==> config.mk <==
export PLATFORM = sky130hd
export DESIGN_NAME = pwmg_core
export DESIGN_NICKNAME = d
export VERILOG_FILES = /design/src/rtl/pwmg_pkg.sv /design/src/rtl/pwmg_rst_sync.sv /design/src/rtl/pwmg_shadow.sv /design/src/rtl/pwmg_counter.sv /design/src/rtl/pwmg_action.sv /design/src/rtl/pwmg_core.sv
export SDC_FILE = /design/constraint.sdc
export NUM_CORES = 1
export LEC_CHECK = 0
export BUFFER_PORTS_ARGS = -buffer_cell sky130_fd_sc_hd__buf_2
export CORE_MARGIN = 2
export CORE_UTILIZATION = 45
export CTS_CLUSTER_SIZE = 40
export DETAILED_ROUTE_END_ITERATION = 8
export PLACE_DENSITY = 0.73
export SLEW_MARGIN = 15
export SYNTH_ARGS = -nofsm -noshare
export SYNTH_HDL_FRONTEND = slang
export SYNTH_HIERARCHICAL = 1
export SYNTH_SLANG_ARGS = --single-unit
==> constraint.sdc <==
create_clock -name clk_i -period 2.41 [get_ports clk_i]
set_clock_uncertainty 0.15 [all_clocks]
set_input_delay 0.1205 -clock clk_i [delete_from_list [all_inputs] [get_ports clk_i]]
set_output_delay 0.1205 -clock clk_i [all_outputs]
set_load 0.01 [all_outputs]
==> src/rtl/pwmg_pkg.sv <==
package pwmg_pkg;
  typedef enum logic [1:0] {
    ACT_HOLD   = 2'b00,
    ACT_TOGGLE = 2'b01,
    ACT_CLEAR  = 2'b10,
    ACT_SET    = 2'b11
  } act_e;

  localparam int EV_N    = 6;
  localparam int EV_ZERO = 0;
  localparam int EV_LOAD = 1;
  localparam int EV_AUP  = 2;
  localparam int EV_ADN  = 3;
  localparam int EV_BUP  = 4;
  localparam int EV_BDN  = 5;
  localparam int ACT_W   = 8;

  function automatic logic apply_act(act_e a, logic q);
    case (a)
      ACT_TOGGLE: return ~q;
      ACT_CLEAR:  return 1'b0;
      ACT_SET:    return 1'b1;
      default:    return q;
    endcase
  endfunction
endpackage

==> src/rtl/pwmg_rst_sync.sv <==
module pwmg_rst_sync #(
  parameter int STAGES = 2
) (
  input  logic clk_i,
  input  logic rst_ni,
  output logic rst_no
);
  logic [STAGES-1:0] sr_q;

  always_ff @(posedge clk_i or negedge rst_ni) begin
    if (!rst_ni) sr_q <= '0;
    else         sr_q <= {sr_q[STAGES-2:0], 1'b1};
  end

  assign rst_no = sr_q[STAGES-1];
endmodule

==> src/rtl/pwmg_shadow.sv <==
module pwmg_shadow #(
  parameter int W = 16
) (
  input  logic         clk_i,
  input  logic         rst_ni,
  input  logic         en_i,
  input  logic         sync_mode_i,
  input  logic         gupd_i,
  input  logic         at_zero_i,
  input  logic [W-1:0] load_i,
  input  logic [W-1:0] cmpa_i,
  input  logic [W-1:0] cmpb_i,
  output logic [W-1:0] load_q_o,
  output logic [W-1:0] load_nx_o,
  output logic [W-1:0] cmpa_q_o,
  output logic [W-1:0] cmpb_q_o
);
  logic         armed_q, armed_d;
  logic         take;
  logic [W-1:0] load_q, cmpa_q, cmpb_q;

  always_comb begin
    take    = !en_i || (at_zero_i && (!sync_mode_i || armed_q));
    armed_d = en_i && (gupd_i || (armed_q && !take));
  end

  always_ff @(posedge clk_i or negedge rst_ni) begin
    if (!rst_ni) armed_q <= 1'b0;
    else         armed_q <= armed_d;
  end

  always_ff @(posedge clk_i or negedge rst_ni) begin
    if (!rst_ni) begin
      load_q <= '0;
      cmpa_q <= '0;
      cmpb_q <= '0;
    end else if (take) begin
      load_q <= load_i;
      cmpa_q <= cmpa_i;
      cmpb_q <= cmpb_i;
    end
  end

  assign load_q_o  = load_q;
  assign load_nx_o = take ? load_i : load_q;
  assign cmpa_q_o  = cmpa_q;
  assign cmpb_q_o  = cmpb_q;
endmodule

==> src/rtl/pwmg_counter.sv <==
module pwmg_counter #(
  parameter int W = 16
) (
  input  logic         clk_i,
  input  logic         rst_ni,
  input  logic         en_i,
  input  logic         updown_i,
  input  logic         grst_i,
  input  logic [W-1:0] load_q_i,
  input  logic [W-1:0] load_nx_i,
  output logic [W-1:0] cnt_o,
  output logic         dir_up_o,
  output logic         at_zero_o,
  output logic         at_load_o
);
  localparam logic [W-1:0] ONE = W'(1);

  logic [W-1:0] cnt_q, cnt_d;
  logic         dir_q, dir_d;

  always_comb begin
    cnt_d = cnt_q;
    dir_d = dir_q;
    if (!en_i || grst_i) begin
      cnt_d = '0;
      dir_d = 1'b0;
    end else if (!updown_i) begin
      dir_d = 1'b0;
      cnt_d = (cnt_q == '0) ? load_nx_i : cnt_q - ONE;
    end else if (cnt_q == '0) begin
      dir_d = 1'b1;
      cnt_d = (load_nx_i == '0) ? '0 : ONE;
    end else if (cnt_q >= load_q_i) begin
      dir_d = 1'b0;
      cnt_d = cnt_q - ONE;
    end else begin
      cnt_d = dir_q ? cnt_q + ONE : cnt_q - ONE;
    end
  end

  always_ff @(posedge clk_i or negedge rst_ni) begin
    if (!rst_ni) begin
      cnt_q <= '0;
      dir_q <= 1'b0;
    end else begin
      cnt_q <= cnt_d;
      dir_q <= dir_d;
    end
  end

  assign cnt_o     = cnt_q;
  assign dir_up_o  = dir_q;
  assign at_zero_o = en_i && (cnt_q == '0);
  assign at_load_o = en_i && (cnt_q == load_q_i);
endmodule

==> src/rtl/pwmg_action.sv <==
module pwmg_action
  import pwmg_pkg::*;
(
  input  logic             clk_i,
  input  logic             rst_ni,
  input  logic             en_i,
  input  logic [ACT_W-1:0] codes_i,
  input  logic             ev_zero_i,
  input  logic             ev_load_i,
  input  logic             ev_up_i,
  input  logic             ev_dn_i,
  output logic             pwm_o
);
  act_e sel;
  logic q, d;

  always_comb begin
    if (ev_load_i)      sel = act_e'(codes_i[3:2]);
    else if (ev_zero_i) sel = act_e'(codes_i[1:0]);
    else if (ev_up_i)   sel = act_e'(codes_i[5:4]);
    else if (ev_dn_i)   sel = act_e'(codes_i[7:6]);
    else                sel = ACT_HOLD;
    d = en_i ? apply_act(sel, q) : 1'b0;
  end

  always_ff @(posedge clk_i or negedge rst_ni) begin
    if (!rst_ni) q <= 1'b0;
    else         q <= d;
  end

  assign pwm_o = q;
endmodule

==> src/rtl/pwmg_core.sv <==
module pwmg_core
  import pwmg_pkg::*;
#(
  parameter int W = 16
) (
  input  logic             clk_i,
  input  logic             rst_ni,
  input  logic             en_i,
  input  logic             updown_i,
  input  logic             upd_sync_i,
  input  logic             grst_i,
  input  logic             gupd_i,
  input  logic [W-1:0]     load_i,
  input  logic [W-1:0]     cmpa_i,
  input  logic [W-1:0]     cmpb_i,
  input  logic [ACT_W-1:0] act_a_i,
  input  logic [ACT_W-1:0] act_b_i,
  input  logic [EV_N-1:0]  irq_sel_i,
  input  logic [EV_N-1:0]  trig_sel_i,
  output logic             pwm_a_o,
  output logic             pwm_b_o,
  output logic             irq_o,
  output logic             trig_o,
  output logic [W-1:0]     count_o
);
  localparam int NOUT = 2;

  logic                       rst_n;
  logic [W-1:0]               load_q, load_nx, cnt;
  logic                       dir_up, at_zero, at_load;
  logic [NOUT-1:0][W-1:0]     cmp_q;
  logic [NOUT-1:0][ACT_W-1:0] act_cfg;
  logic [NOUT-1:0]            m_up, m_dn, pwm;
  logic [EV_N-1:0]            ev;
  logic                       irq_q, irq_d, trig_q, trig_d;

  pwmg_rst_sync #(.STAGES(2)) i_rst (
    .clk_i (clk_i), .rst_ni(rst_ni), .rst_no(rst_n)
  );

  pwmg_shadow #(.W(W)) i_shadow (
    .clk_i      (clk_i),
    .rst_ni     (rst_n),
    .en_i       (en_i),
    .sync_mode_i(upd_sync_i),
    .gupd_i     (gupd_i),
    .at_zero_i  (at_zero),
    .load_i     (load_i),
    .cmpa_i     (cmpa_i),
    .cmpb_i     (cmpb_i),
    .load_q_o   (load_q),
    .load_nx_o  (load_nx),
    .cmpa_q_o   (cmp_q[0]),
    .cmpb_q_o   (cmp_q[1])
  );

  pwmg_counter #(.W(W)) i_cnt (
    .clk_i    (clk_i),
    .rst_ni   (rst_n),
    .en_i     (en_i),
    .updown_i (updown_i),
    .grst_i   (grst_i),
    .load_q_i (load_q),
    .load_nx_i(load_nx),
    .cnt_o    (cnt),
    .dir_up_o (dir_up),
    .at_zero_o(at_zero),
    .at_load_o(at_load)
  );

  assign act_cfg[0] = act_a_i;
  assign act_cfg[1] = act_b_i;

  for (genvar g = 0; g < NOUT; g++) begin : g_out
    logic hit;
    always_comb begin
      hit     = en_i && (cnt == cmp_q[g]) && (cmp_q[g] <= load_q)
                && !at_zero && !at_load;
      m_up[g] = hit && dir_up;
      m_dn[g] = hit && !dir_up;
    end

    pwmg_action i_act (
      .clk_i    (clk_i),
      .rst_ni   (rst_n),
      .en_i     (en_i),
      .codes_i  (act_cfg[g]),
      .ev_zero_i(at_zero),
      .ev_load_i(at_load),
      .ev_up_i  (m_up[g]),
      .ev_dn_i  (m_dn[g]),
      .pwm_o    (pwm[g])
    );
  end

  always_comb begin
    ev          = '0;
    ev[EV_ZERO] = at_zero;
    ev[EV_LOAD] = at_load;
    ev[EV_AUP]  = m_up[0];
    ev[EV_ADN]  = m_dn[0];
    ev[EV_BUP]  = m_up[1];
    ev[EV_BDN]  = m_dn[1];
    irq_d       = |(ev & irq_sel_i);
    trig_d      = |(ev & trig_sel_i);
  end

  always_ff @(posedge clk_i or negedge rst_n) begin
    if (!rst_n) begin
      irq_q  <= 1'b0;
      trig_q <= 1'b0;
    end else begin
      irq_q  <= irq_d;
      trig_q <= trig_d;
    end
  end

  assign pwm_a_o = pwm[0];
  assign pwm_b_o = pwm[1];
  assign irq_o   = irq_q;
  assign trig_o  = trig_q;
  assign count_o = cnt;
endmodule

Word-level counts from Yosys, hierarchy flattened
Cells that the tools add are included.
{ "word_totals": {"register_bits": 72, "latch_bits": 0, "mem_bits_rw": 0, "romBits": 0, "inputBits": 83, "output_inout_bits": 20, "word_cells": 87, "mem_count": 0} }
{ "classes": {"n_addsub": 2, "mul": 0, "div_mod_pow": 0, "n_lt_le_gt_ge": 3, "eq_ne": 12, "n_shift": 0, "n_mux": 24, "bitwise_logic": 4, "n_reduce_logical": 31} }
{ "op_table": {"columns": ["op", "count"], "rows": [
  ["two-way mux 16 bit", 7],
  ["equality test 16 bit", 3],
  ["<= comparator 16 bit", 2],
  ["logical NOT 16 bit", 2],
  ["logical AND 1 bit", 17],
  ["adder 16 x 1 -> 16 bit, second input constant", 1],
  [">= comparator 16 bit", 1],
  ["two-way mux 2 bit", 8],
  ["subtractor 16 x 1 -> 16 bit, second input constant", 1],
  ["AND 6 bit", 2],
  ["!= test 4 x 1 -> 1 bit, second input constant", 3],
  ["OR reduction 6 bit", 2],
  ["equality test 2 bit, second input constant", 4],
  ["two-way mux 1 bit", 7],
  ["logical NOT 1 bit", 6],
  ["one-hot mux 1 bit (3 select lines)", 2],
  ["equality test 2 x 1 -> 1 bit, second input constant", 2],
  ["logical OR 1 bit", 4],
  ["inverter 1 bit", 2]
]} }

Depth between registers and ports, before layout
Gate-level depths: netlist (run 1).
{ "logic_depth": {"ltp_word": 13, "ltp_mapped": 15} }

Cells and area by module
Netlist (run 1), hierarchy kept.
{ "modules_own_cells": {"columns": ["module", "instances", "cells_each", "area_per_inst_um2", "seq_area_each_um2"], "rows": [
  ["pwmg_counter", 1, 256, 2000.7, 425.4],
  ["pwmg_shadow", 1, 106, 1954.4, 1226.2],
  ["pwmg_core", 1, 167, 1345.0, 50.0],
  ["pwmg_action", 2, 15, 120.1, 25.0],
  ["pwmg_rst_sync", 1, 3, 53.8, 50.0]
]} }

Worst setup path after synthesis (run 1)
Ideal clock, no wire load.
{ "synth_timing": {"path_kind": "register to register", "start": "register i_cnt.cnt_q[8], in the netlist i_cnt/cnt_o[8]", "end": "register i_cnt.cnt_q[0], in the netlist i_cnt/cnt_o[0]", "setup_time_ns": 0.141, "arrival_time_ns": 3.388, "setup_slack_ns": -1.269, "path_stages_with_launch": 15, "n_path_buf": 4, "period_less_slack_ns": 3.679, "path_cell_list": "dfrtp_1 > buf_2 > nor4_2 > nand3_1 > nor2_2 > buf_2 > and2_1 > a21boi_4 > buf_6 > buf_12 > mux2_4 > nor4_1 > nand4_1 > a211oi_1 > a211oi_1"} }
{ "synth_between": {"elab_chain_len": 10, "word_cells_on_any_way": 13} }
{ "synth_rtl": {"columns": ["element", "line", "text"], "rows": [
  ["start, declared", "pwmg_counter.sv:18", "logic [W-1:0] cnt_q, cnt_d;"],
  ["start signal, assigned", "pwmg_counter.sv:46", "cnt_q <= cnt_d;"],
  ["logical NOT 16 bit", "pwmg_counter.sv:53", "assign at_zero_o = en_i && (cnt_q == '0);"],
  ["logical AND 1 bit", "pwmg_counter.sv:53", null],
  ["named net at_zero", "pwmg_core.sv:30", "logic dir_up, at_zero, at_load;"],
  ["logical AND 1 bit", "pwmg_shadow.sv:23", "take = !en_i || (at_zero_i && (!sync_mode_i || armed_q));"],
  ["logical OR 1 bit", "pwmg_shadow.sv:23", null],
  ["two-way mux 16 bit", null, null],
  ["named net load_nx[7]", "pwmg_core.sv:29", "logic [W-1:0] load_q, load_nx, cnt;"],
  ["logical NOT 16 bit", "pwmg_counter.sv:32", "cnt_d = (load_nx_i == '0) ? '0 : ONE;"],
  ["two-way mux 1 bit", "pwmg_counter.sv:32", null],
  ["two-way mux 16 bit", "pwmg_counter.sv:30", "end else if (cnt_q == '0) begin"],
  ["two-way mux 16 bit", "pwmg_counter.sv:27", "end else if (!updown_i) begin"],
  ["two-way mux 16 bit", "pwmg_counter.sv:24", "if (!en_i || grst_i) begin"],
  ["named net i_cnt.cnt_d[0]", "pwmg_counter.sv:18", null]
]} }
The timed path passes the listed nets, and every way through them passes these cells.
A chain may end at the register's enable or synchronous reset.

Worst setup path after layout (run 1)
{ "layout_timing": {"start": "register i_cnt.cnt_q[3], in the netlist i_cnt/cnt_o[3]", "end": "register i_cnt.cnt_q[0], in the netlist i_cnt/cnt_o[0]"} }
The elaborated chain is that of the path after synthesis.

==> out/summary.txt, run 1 <==
outcome -> finished, violations left
violated checks -> negative setup slack
number of synthesized register bits -> 72
CTS clock-pin slew for the worst setup and hold paths -> 0.06 ns
H-tree levels -> 3
most frequent cells after synthesis -> 72 x dfrtp_1, 51 x ha_1, 39 x inv_1, 33 x xor2_1, 32 x a21oi_1
first-pass GRT wire length -> 33.2 mm
grt peak-use layer -> met2
final period utilization -> 137%
Slew HR -> 52.2%
Pwr Total -> 13.0 mW
Synth Instances -> 562
clk_lat worst skew -> 0.36 ns
I/O pin total -> 103
post-route ant nets -> 0
DR pass1 iterations -> 8
Non-Filler Instances -> 1,067
met2 Resource Use GR -> 55.2%
syn avg cell area -> 9.95 µm²
vias in the first global route -> 6,363
Synthesis Warnings -> 6
Sum Neg Setup Slack -> -25.95 ns
initial antenna violation count -> 0
Die Height -> 115 µm
largest net degree at the start of global routing -> 71
Ant. Diodes -> 0
Mapped Nets -> 696
Tightest Pin Transition -> 0.716 ns
Net count, final -> 1,028
P_leak -> 4.39 nW
via count -> 6,476
count of different cell masters after synthesis -> 66
DPL Wire Length -> 14.0 mm
Mapped Area -> 0.00559 mm²
global route overflow -> 0
final core occ -> 77.3%
sequential share of the synthesized area -> 32.2%
critical path class -> flop to flop
WP data arrival -> 3.37 ns
IO Port Bufs -> 102
Iteration-0 DRC Markers -> 619
PnR worst setup slack -> -0.901 ns
met1 Usage GRT -> 39.5%
Root Buffer -> clkbuf_16
final WL -> 25.3 mm
RSZ-0062 raised after global routing -> yes
RePlAce Congestion -> 0.961
maximum vdd drop -> 0.946 mV
met3 Usage GRT -> 5.91%
Clock Path Buffers -> 2
critical path startpoint category -> flop
die footprint -> 0.0133 mm²
Power per Cell Area -> 1390 mW/mm²
via/cell ratio -> 6.07
critical path data required time -> 2.47 ns
fraction of layout cells with a size suffix above 1 -> 51.8%
Top FF cell, synth -> dfrtp_1
worst hold slack -> 0.0138 ns
Worst Hold Class -> input port to flop
final max-slew violation count -> 0
Max Fclk -> 302 MHz
# rows -> 40
die width -> 115 µm
clock sink total -> 72
post-DR wirelength/cell -> 23.7 µm
Layout area overhead -> 66.7%
Area contributors post-synth -> dfrtp_1 32%, ha_1 11%, mux2_2 6.0%, mux2_4 5.4%, xor2_1 5.2%
Post-synth ARST share -> 100%
placed inst area -> 0.00740 mm²
CTS tree -> built
Core Area -> 0.0121 mm²
share of the synthesized area in the top cell type -> 32.2%
design area -> 0.00933 mm²
EDFF count, synth -> 0
Max FO, Critical Path -> 6
Max Cap Viol -> 0
initial core utilization -> 46.4%
GRT Util Overall -> 32.6%
minimum clock period after layout -> 3.31 ns
pre-CTS setup slack -> -0.800 ns
CTS buffer count -> 9
most common cell in the netlist -> dfrtp_1
Synth area leader -> dfrtp_1
Final setup viols -> 69
endpoint class of the critical path -> flop
Residual DRC -> 0
# placed instances -> 961
final hold vios -> 0
[flip-flops by register name, summed over array words and instances, names as in the netlist]
signal / cells
i_cnt/cnt_o: 16
i_shadow/cmpa_q_o: 16
i_shadow/cmpb_q_o: 16
i_shadow/load_q_o: 16
g_out.i_act/pwm_o: 2
i_rst/sr_q: 2
i_cnt/dir_up_o: 1
i_shadow/armed_q: 1
irq_o: 1
trig_o: 1
[final cells by class]
type	count	area [µm²]
Multi-Input combinational cell	431	4140
Fill cell	653	2740
Timing Repair Buffer	341	2660
Sequential cell	72	1820
Clock buffer	11	243
Tap cell	168	210
Inverter	39	151
Clock inverter	5	104
[per-layer routing]
layer	vias up	part of all wire, %	wire (µm)
li1	2713	-	-
met1	3122	37	9350
met2	475	46	11600
met3	166	9.3	2360
met4	0	7.7	1940
met5	-	0	0
[critical path, stage by stage (launching register included)]
cell      delay [ns]
dfrtp_2         0.43
buf_6           0.14
nor4_4          0.46
nand3_4         0.14
nor2_4          0.18
and2_4          0.22
a21boi_4        0.15
buf_12          0.19
mux2_4          0.32
nor4_4          0.29
nand4_1         0.16
a211oi_2        0.26
a211oi_2        0.06
[path summary, 6_finish.rpt]
| path | endpoint | startpoint | cells after the start | slack (ns) |
|---|---|---|---|---|
| worst max-delay path | i_cnt/cnt_o[0] | i_cnt/cnt_o[3] | 12 | -0.90 |
| worst min-delay path | irq_o | irq_sel_i[2] | 3 | 0.01 |
| worst max register to register | i_cnt/cnt_o[0] | i_cnt/cnt_o[3] | 12 | -0.90 |
| max in group asynchronous | i_rst/sr_q[1] | rst_ni | 3 | 1.39 |
| worst min register to register | i_shadow/load_q_o[0] | i_rst/sr_q[1] | 1 | 0.14 |
| min in group asynchronous | i_shadow/load_q_o[0] | i_rst/sr_q[1] | 1 | 0.14 |
[cells in the final DEF (no fill, tap or decap), drive strengths merged, types with 24 or more instances in the layout]
| cell type | netlist | layout |
|---|---|---|
| dfrtp | 72 | 72 |
| dlygate4sd3 | 0 | 53 |
| nand2 | 24 | 24 |
| a21oi | 32 | 32 |
| mux2 | 51 | 51 |
| ha | 51 | 51 |
| buf | 11 | 287 |
| nor2 | 30 | 30 |
| xor2 | 33 | 33 |
| inv | 39 | 39 |
[power by group]
part,switching [mW],internal (mW),leakage [nW]
sequential,0.379,1.60,0.863
combinational,4.86,4.54,3.36
clock,0.589,1.04,0.170
total,5.82,7.18,4.39
[logic make-up (layout without fill, tap and decap cells)]
group / Yosys count / after routing / synth area share [%]
buf+inv: 60 / 396 / 5.05
simple gates: 170 / 170 / 18.0
compound gates: 96 / 97 / 11.9
other cells: 1 / 1 / 0.0670
flops: 72 / 72 / 32.2
fa+ha+maj: 51 / 51 / 11.4
mux: 60 / 60 / 13.2
xor+xnor: 52 / 52 / 8.14
[timing repair]
action | CTS | global route
hold endpoints to repair | 50 | 0
gates cloned | 3 | 0
setup buffers | 19 | 28
gates resized for setup | 84 | 80
hold buffers | 53 | 0
pin swaps | 32 | 44
endpoints found under the setup margin | 37 | 69
(Power assumes the default switching activity.)
==> inputs of run 2 (changes only) <==
Settings changed: ABC_AREA set to 1, PLACE_DENSITY 0.73 to 0.72.
==> out/summary.txt, run 2 <==
clock power share -> 18.1% (+5.6 points)
share of the synthesized area in the top cell type -> 28.5% (-3.7 points)
# rows -> 43 (+7.5%)
H-tree levels -> 3 (unchanged)
die width -> 123 µm (+6.1%)
crit path cell chain -> buf_4 -> inv_4 -> nand4_1 -> nor3_2 -> nand2_2 -> nor2_4 -> nand2_2 -> buf_6 -> nand3_2 -> nand2_2 -> nor4_4 -> buf_4 -> nand4_1 -> nor4_1 -> a21oi_1
initial core utilization -> 45.9% (-0.49 points)
clk_lat worst skew -> 0.35 ns (about the same)
DR pass1 iterations -> 5 (-3)
minimum clock period after layout -> 2.75 ns (-0.564 ns)
Core Area -> 0.0138 mm² (+14%)
largest net degree at the start of global routing -> 71 (unchanged)
Ant. Diodes -> 0 (unchanged)
I/O pin total -> 103 (unchanged)
Max FO, Critical Path -> 5 (-1)
critical path startpoint category -> flop
final hold vios -> 0 (unchanged)
first-pass GRT wire length -> 34.6 mm (+4.2%)
internal power -> 4.51 mW (-37%)
critical path class -> flop to flop
maximum vdd drop -> 0.579 mV (-39%)
critical path data required time -> 2.48 ns (about the same)
DPL Wire Length -> 16.2 mm (+15%)
fraction of layout cells with a size suffix above 1 -> 32.8% (-19 points)
initial antenna violation count -> 0 (unchanged)
final core occ -> 68.4% (-8.9 points)
post-route ant nets -> 0 (unchanged)
switching share of power -> 44.2% (-0.62 points)
combinational share of power -> 61.1% (-11 points)
CTS tree -> built
sequential share of the synthesized area -> 28.5% (-3.7 points)
Max Fclk -> 364 MHz (+21%)
Synth Instances -> 935 (+66%)
most common cell in the netlist -> nand2_1
Most Frequent Cell on Critical Path -> nand2_2
Mapped Area -> 0.00632 mm² (+13%)
Max Cap Viol -> 0 (unchanged)
pre-CTS setup slack -> -0.321 ns (+0.479 ns)
RSZ-0062 raised after global routing -> yes
slowest stage delay, CP -> 0.42 ns (-0.04 ns)
Area contributors post-synth -> dfrtp_1 29%, nand2_1 18%, ha_1 10%, inv_1 7.2%, nand3_1 7.1%
vias in the first global route -> 6,889 (+8.3%)
outcome -> finished, violations left
violated checks -> negative setup slack
Worst Hold Class -> input port to flop
Top FF cell, synth -> dfrtp_1
PnR worst setup slack -> -0.337 ns (+0.564 ns)
CTS clock-pin slew for the worst setup and hold paths -> 0.06 ns (about the same)
endpoint class of the critical path -> flop
Power per Cell Area -> 858 mW/mm² (-38%)
Net count, final -> 1,372 (+33%)
Die Height -> 123 µm (+6.1%)
syn avg cell area -> 6.76 µm² (-32%)
via count -> 7,506 (+16%)
count of different cell masters after synthesis -> 43 (-35%)
Pwr Total -> 8.09 mW (-38%)
final period utilization -> 114% (-23 points)
most common cell after layout, fill and taps aside -> nand2_1
Slowest-stage cell, CP -> dfrtp_2
Mapped Nets -> 1,069 (+54%)
Synth area leader -> dfrtp_1
Clock Path Buffers -> 2 (unchanged)
RePlAce Congestion -> 0.972 (+1.2%)
via/cell ratio -> 5.27 (-13%)
Final setup viols -> 16 (-77%)
P_leak -> 5.11 nW (+16%)
Synthesis Warnings -> 6 (unchanged)
Seq pwr share -> 20.9% (+5.7 points)
final max-slew violation count -> 0 (unchanged)
Post-synth ARST share -> 100% (unchanged)
die footprint -> 0.0150 mm² (+13%)
switching power -> 3.57 mW (-39%)
final WL -> 23.6 mm (-6.7%)
Non-Filler Instances -> 1,423 (+33%)
# placed instances -> 1,312 (+37%)
fill cell count -> 1,080 (+65%)
GRT Util Overall -> 30.2% (-2.4 points)
IO Port Bufs -> 102 (unchanged)
EDFF count, synth -> 0 (unchanged)
CTS buffer count -> 9 (unchanged)
most frequent cells in the layout -> 277 x nand2_1, 136 x buf_4, 112 x inv_1, 103 x buf_2, 82 x nand3_1
Layout area overhead -> 49.1%
global route overflow -> 0 (unchanged)
WP data arrival -> 2.82 ns (-0.55 ns)
most frequent cells after synthesis -> 305 x nand2_1, 122 x inv_1, 90 x nand3_1, 72 x dfrtp_1, 71 x nor2_1
Root Buffer -> clkbuf_16
number of synthesized register bits -> 72 (unchanged)
clock sink total -> 72 (unchanged)
post-DR wirelength/cell -> 16.6 µm (-30%)
Iteration-0 DRC Markers -> 622 (+0.48%)
Residual DRC -> 0 (unchanged)
## run 2: changes by cell type after synthesis, sizes merged, moves of 16 or more
cell | before | now
nand3 | 23 | 92
mux2 | 51 | 0
nor2 | 30 | 92
nand2 | 24 | 316
inv | 39 | 131
buf | 11 | 27
o21ai | 8 | 25
## run 2: worst paths after layout
kind                                       from                     to  slack, ns  depth (start not counted)
worst max-delay path            i_cnt/cnt_o[15]         i_cnt/cnt_o[0]      -0.34                         15
worst min-delay path                 act_b_i[0]   g_out[1].i_act/pwm_o       0.03                          6
worst max register to register  i_cnt/cnt_o[15]         i_cnt/cnt_o[0]      -0.34                         15
worst min register to register    i_rst/sr_q[1]  i_shadow/cmpa_q_o[11]       0.13                          1
max in group asynchronous                rst_ni          i_rst/sr_q[1]       1.51                          3
min in group asynchronous         i_rst/sr_q[1]  i_shadow/cmpa_q_o[11]       0.13                          1
## run 2: critical path, delay by kind of cell, from the launching register on
family	cells	cell delay, ns
and+or+nand+nor	10	1.42
AOI/OAI and AO/OA	1	0.10
DFF	1	0.42
buffers and inverters	4	0.52
## run 2: cell type report
cell class,instances,area (µm²),area share [%]
Sequential cell,72,1820,19.3
Timing Repair Buffer,320,2420,25.7
Inverter,135,510,5.42
Clock buffer,11,233,2.47
Tap cell,180,225,2.39
Clock inverter,5,82.6,0.876
Multi-Input combinational cell,700,4130,43.8
## run 2: logic make-up after synthesis
kind of cell / Yosys count / synth area share (%)
AO/OA/AOI/OAI: 74 / 6.69
XOR/XNOR: 33 / 4.57
adder cells (fa/ha/maj): 51 / 10.1
buffers and inverters: 163 / 11.7
flip-flops: 72 / 28.5
other: 1 / 0.0593
AND/OR/NAND/NOR: 541 / 38.4
## run 2: power by group through the flow
stage / clock network, mW / registers, mW / logic [mW]
global route: 1.53 / 1.71 / 5.41
floorplan: 0 / 1.76 / 2.64
detailed placement: 0 / 1.71 / 4.19
finish: 1.46 / 1.69 / 4.94
global placement: 0 / 1.71 / 4.13
CTS: 1.48 / 1.67 / 4.58
## run 2: timing repair
action | 4_1_cts | 5_1_grt
gates resized for setup | 38 | 58
setup buffers | 24 | 10
setup endpoints to repair | 15 | 44
cloned | 0 | 2
hold buffers | 61 | 0
hold endpoints to repair | 52 | 0
pin swaps | 16 | 39
## run 2: stage by stage
step / cell area (µm²) / hold slack, ns / setup TNS, ns
after floorplan: 6390 / -0.325 / -2.05
after global placement: 7850 / -0.241 / -0.666
after detailed placement: 7850 / -0.243 / -1.18
after CTS: 9110 / 0.00648 / -1.43
after global routing: 9420 / 0.0316 / -4.96
final: 9420 / 0.0277 / -2.29
## run 2: metal layers
| metal | vias up | share of wire [%] | track usage [%] |
|---|---|---|---|
| li1 | 3584 | - | - |
| met1 | 3470 | 41 | 38.8 |
| met2 | 385 | 48 | 50.5 |
| met3 | 67 | 8.0 | 5.34 |
| met4 | 0 | 3.0 | 12.0 |
| met5 | - | 0 | 0 |
==> inputs of run 3 (changes only) <==
Settings changed: BUFFER_PORTS_ARGS -buffer_cell sky130_fd_sc_hd__buf_2 to not set, DONT_BUFFER_PORTS set to 1, PLACE_DENSITY 0.72 to 0.66.
==> out/summary.txt, run 3 (synthesis gave the netlist of run 2 again) <==
outcome -> finished, violations left
violated checks -> negative hold slack, negative setup slack
hold depth -> 1 (-5)
Most Frequent Cell on Critical Path -> nand2_1
GRT Util Overall -> 29.8% (-0.40 points)
number of hold buffers added after cts -> 64 (+4.9%)
H-tree levels -> 3 (unchanged)
Pwr Total -> 8.29 mW (+2.5%)
Slew HR -> 59.3%
DR pass1 iterations -> 7 (+2)
final core occ -> 68.5% (+0.082 points)
Die Height -> 123 µm (unchanged)
final hold vios -> 63 (+63)
via count -> 7,182 (-4.3%)
Stages on worst setup path -> 22 (+7)
RSZ-0062 raised after global routing -> yes
via/cell ratio -> 5.36 (+1.7%)
PnR worst setup slack -> -0.421 ns (-0.0840 ns)
vias in the first global route -> 6,828 (-0.89%)
fraction of layout cells with a size suffix above 1 -> 32.8% (-0.037 points)
Ant. Diodes -> 0 (unchanged)
Tightest Pin Transition -> 0.610 ns
critical path data required time -> 2.55 ns (+0.07 ns)
maximum vdd drop -> 0.799 mV (+38%)
Net count, final -> 1,288 (-6.1%)
Worst Hold Class -> input port to flop
P_leak -> 4.83 nW (-5.4%)
crit path cell chain -> ha_1 -> nand2_1 -> inv_1 -> nand2_2 -> nor2_2 -> nand2_4 -> nor2_4 -> nor3b_4 -> nand2_1 -> nor2_1 -> nand3_1 -> nor2_4 -> nand3_2 -> inv_2 -> nand2_1 -> nand2_1 -> nand3_1 -> nand2_1 -> nand2_1 -> nand2_1 -> nand2_1 -> nor2_1
Max FO, Critical Path -> 4 (-1)
I/O pin total -> 103 (unchanged)
Core Area -> 0.0138 mm² (unchanged)
WP data arrival -> 2.97 ns (+0.15 ns)
Power per Cell Area -> 879 mW/mm² (+2.4%)
path depth of the worst reg2reg path -> 22 (+7)
clk_lat worst skew -> 0.36 ns (about the same)
Residual DRC -> 0 (unchanged)
DPL Wire Length -> 15.8 mm (-2.1%)
# rows -> 43 (unchanged)
Iteration-0 DRC Markers -> 702 (+13%)
first-pass GRT wire length -> 34.1 mm (-1.6%)
largest net degree at the start of global routing -> 55 (-23%)
final max-slew violation count -> 0 (unchanged)
post-DR wirelength/cell -> 17.9 µm (+7.7%)
Crit path buffers/inverters -> 2 (-2)
Top delay family on crit path -> simple AND/OR/NAND/NOR gates
initial antenna violation count -> 0 (unchanged)
clock sink total -> 72 (unchanged)
RePlAce Congestion -> 0.974 (+0.16%)
critical path class -> flop to flop
Clock Path Buffers -> 2 (unchanged)
worst hold slack -> -0.312 ns (-0.340 ns)
Root Buffer -> clkbuf_16
CTS clock-pin slew for the worst setup and hold paths -> 0.06 ns (about the same)
Layout area overhead -> 49.3%
die width -> 123 µm (unchanged)
CTS tree -> built
final WL -> 23.9 mm (+1.4%)
global route overflow -> 0 (unchanged)
Max Cap Viol -> 0 (unchanged)
most common cell after layout, fill and taps aside -> nand2_1
initial core utilization -> 45.9% (unchanged)
slowest stage delay, CP -> 0.44 ns (+0.02 ns)
most frequent cells in the layout -> 253 x nand2_1, 138 x buf_4, 107 x inv_1, 76 x nand3_1, 64 x dlygate4sd3_1
endpoint class of the critical path -> flop
Final setup viols -> 30 (+14)
die footprint -> 0.0150 mm² (unchanged)
CTS buffer count -> 9 (unchanged)
IO Port Bufs -> 0 (-100%)
pre-CTS setup slack -> -0.317 ns (+0.00394 ns)
final period utilization -> 117% (+3.5 points)
Max Fclk -> 353 MHz (-3.0%)
critical path startpoint category -> flop
Slowest-stage cell, CP -> dfrtp_2
minimum clock period after layout -> 2.83 ns (+0.0840 ns)
post-route ant nets -> 0 (unchanged)
## run 3: path summary, 6_finish.rpt
| kind | start | slack (ns) | to |
|---|---|---|---|
| setup / recovery | i_cnt/cnt_o[6] | -0.42 | g_out[1].i_act/pwm_o |
| hold reg to reg | i_rst/sr_q[1] | 0.18 | i_cnt/cnt_o[12] |
| min in group asynchronous | i_rst/sr_q[1] | 0.18 | i_cnt/cnt_o[12] |
| hold / removal | updown_i | -0.31 | i_cnt/cnt_o[0] |
| max in group asynchronous | i_rst/sr_q[1] | 1.35 | i_shadow/cmpb_q_o[14] |
| setup reg to reg | i_cnt/cnt_o[6] | -0.42 | g_out[1].i_act/pwm_o |
## run 3: through the flow
| step | std cells | hold slack [ns] | area, µm² | TNS, ns |
|---|---|---|---|---|
| 6_report | 1339 | -0.312 | 9430 | -3.59 |
| 5_1_grt | 1339 | -0.317 | 9430 | -6.62 |
| 2_1_floorplan | 935 | -0.325 | 6390 | -2.05 |
| 3_5_place_dp | 1207 | -0.325 | 7330 | -1.44 |
| 3_3_place_gp | 1207 | -0.325 | 7330 | -1.03 |
| 4_1_cts | 1322 | -0.329 | 8800 | -3.31 |
## run 3: final cells by class
class                   instances  area [µm²]
clock buffers                  13         260
flip-flops and latches         72        1830
repair buffers                236        2150
fillers                      1032        4340
multi-input cells             700        4440
inverters                     135         510
clock inverters                 3        17.5
well taps                     180         225
## run 3: per-layer routing
metal	vias up	global-route usage, %	wire length [µm]
li1	3404	-	-
met1	3357	37.4	9540
met2	347	50.0	11600
met3	74	4.09	1630
met4	0	15.3	1110
met5	-	0	0
## run 3: timing repair
item                                    4_1_cts  5_1_grt
gates resized for setup                      63      130
endpoints found under the setup margin       15       33
setup buffers                                38       27
endpoints found under the hold margin        72       63
gates cloned                                  3        0
pin swaps                                    40       72
## run 3: power breakdown
part | leakage, nW | switching, mW | internal [mW]
clock network | 0.136 | 0.541 | 0.750
registers | 0.879 | 0.289 | 1.45
logic | 3.81 | 2.94 | 2.31
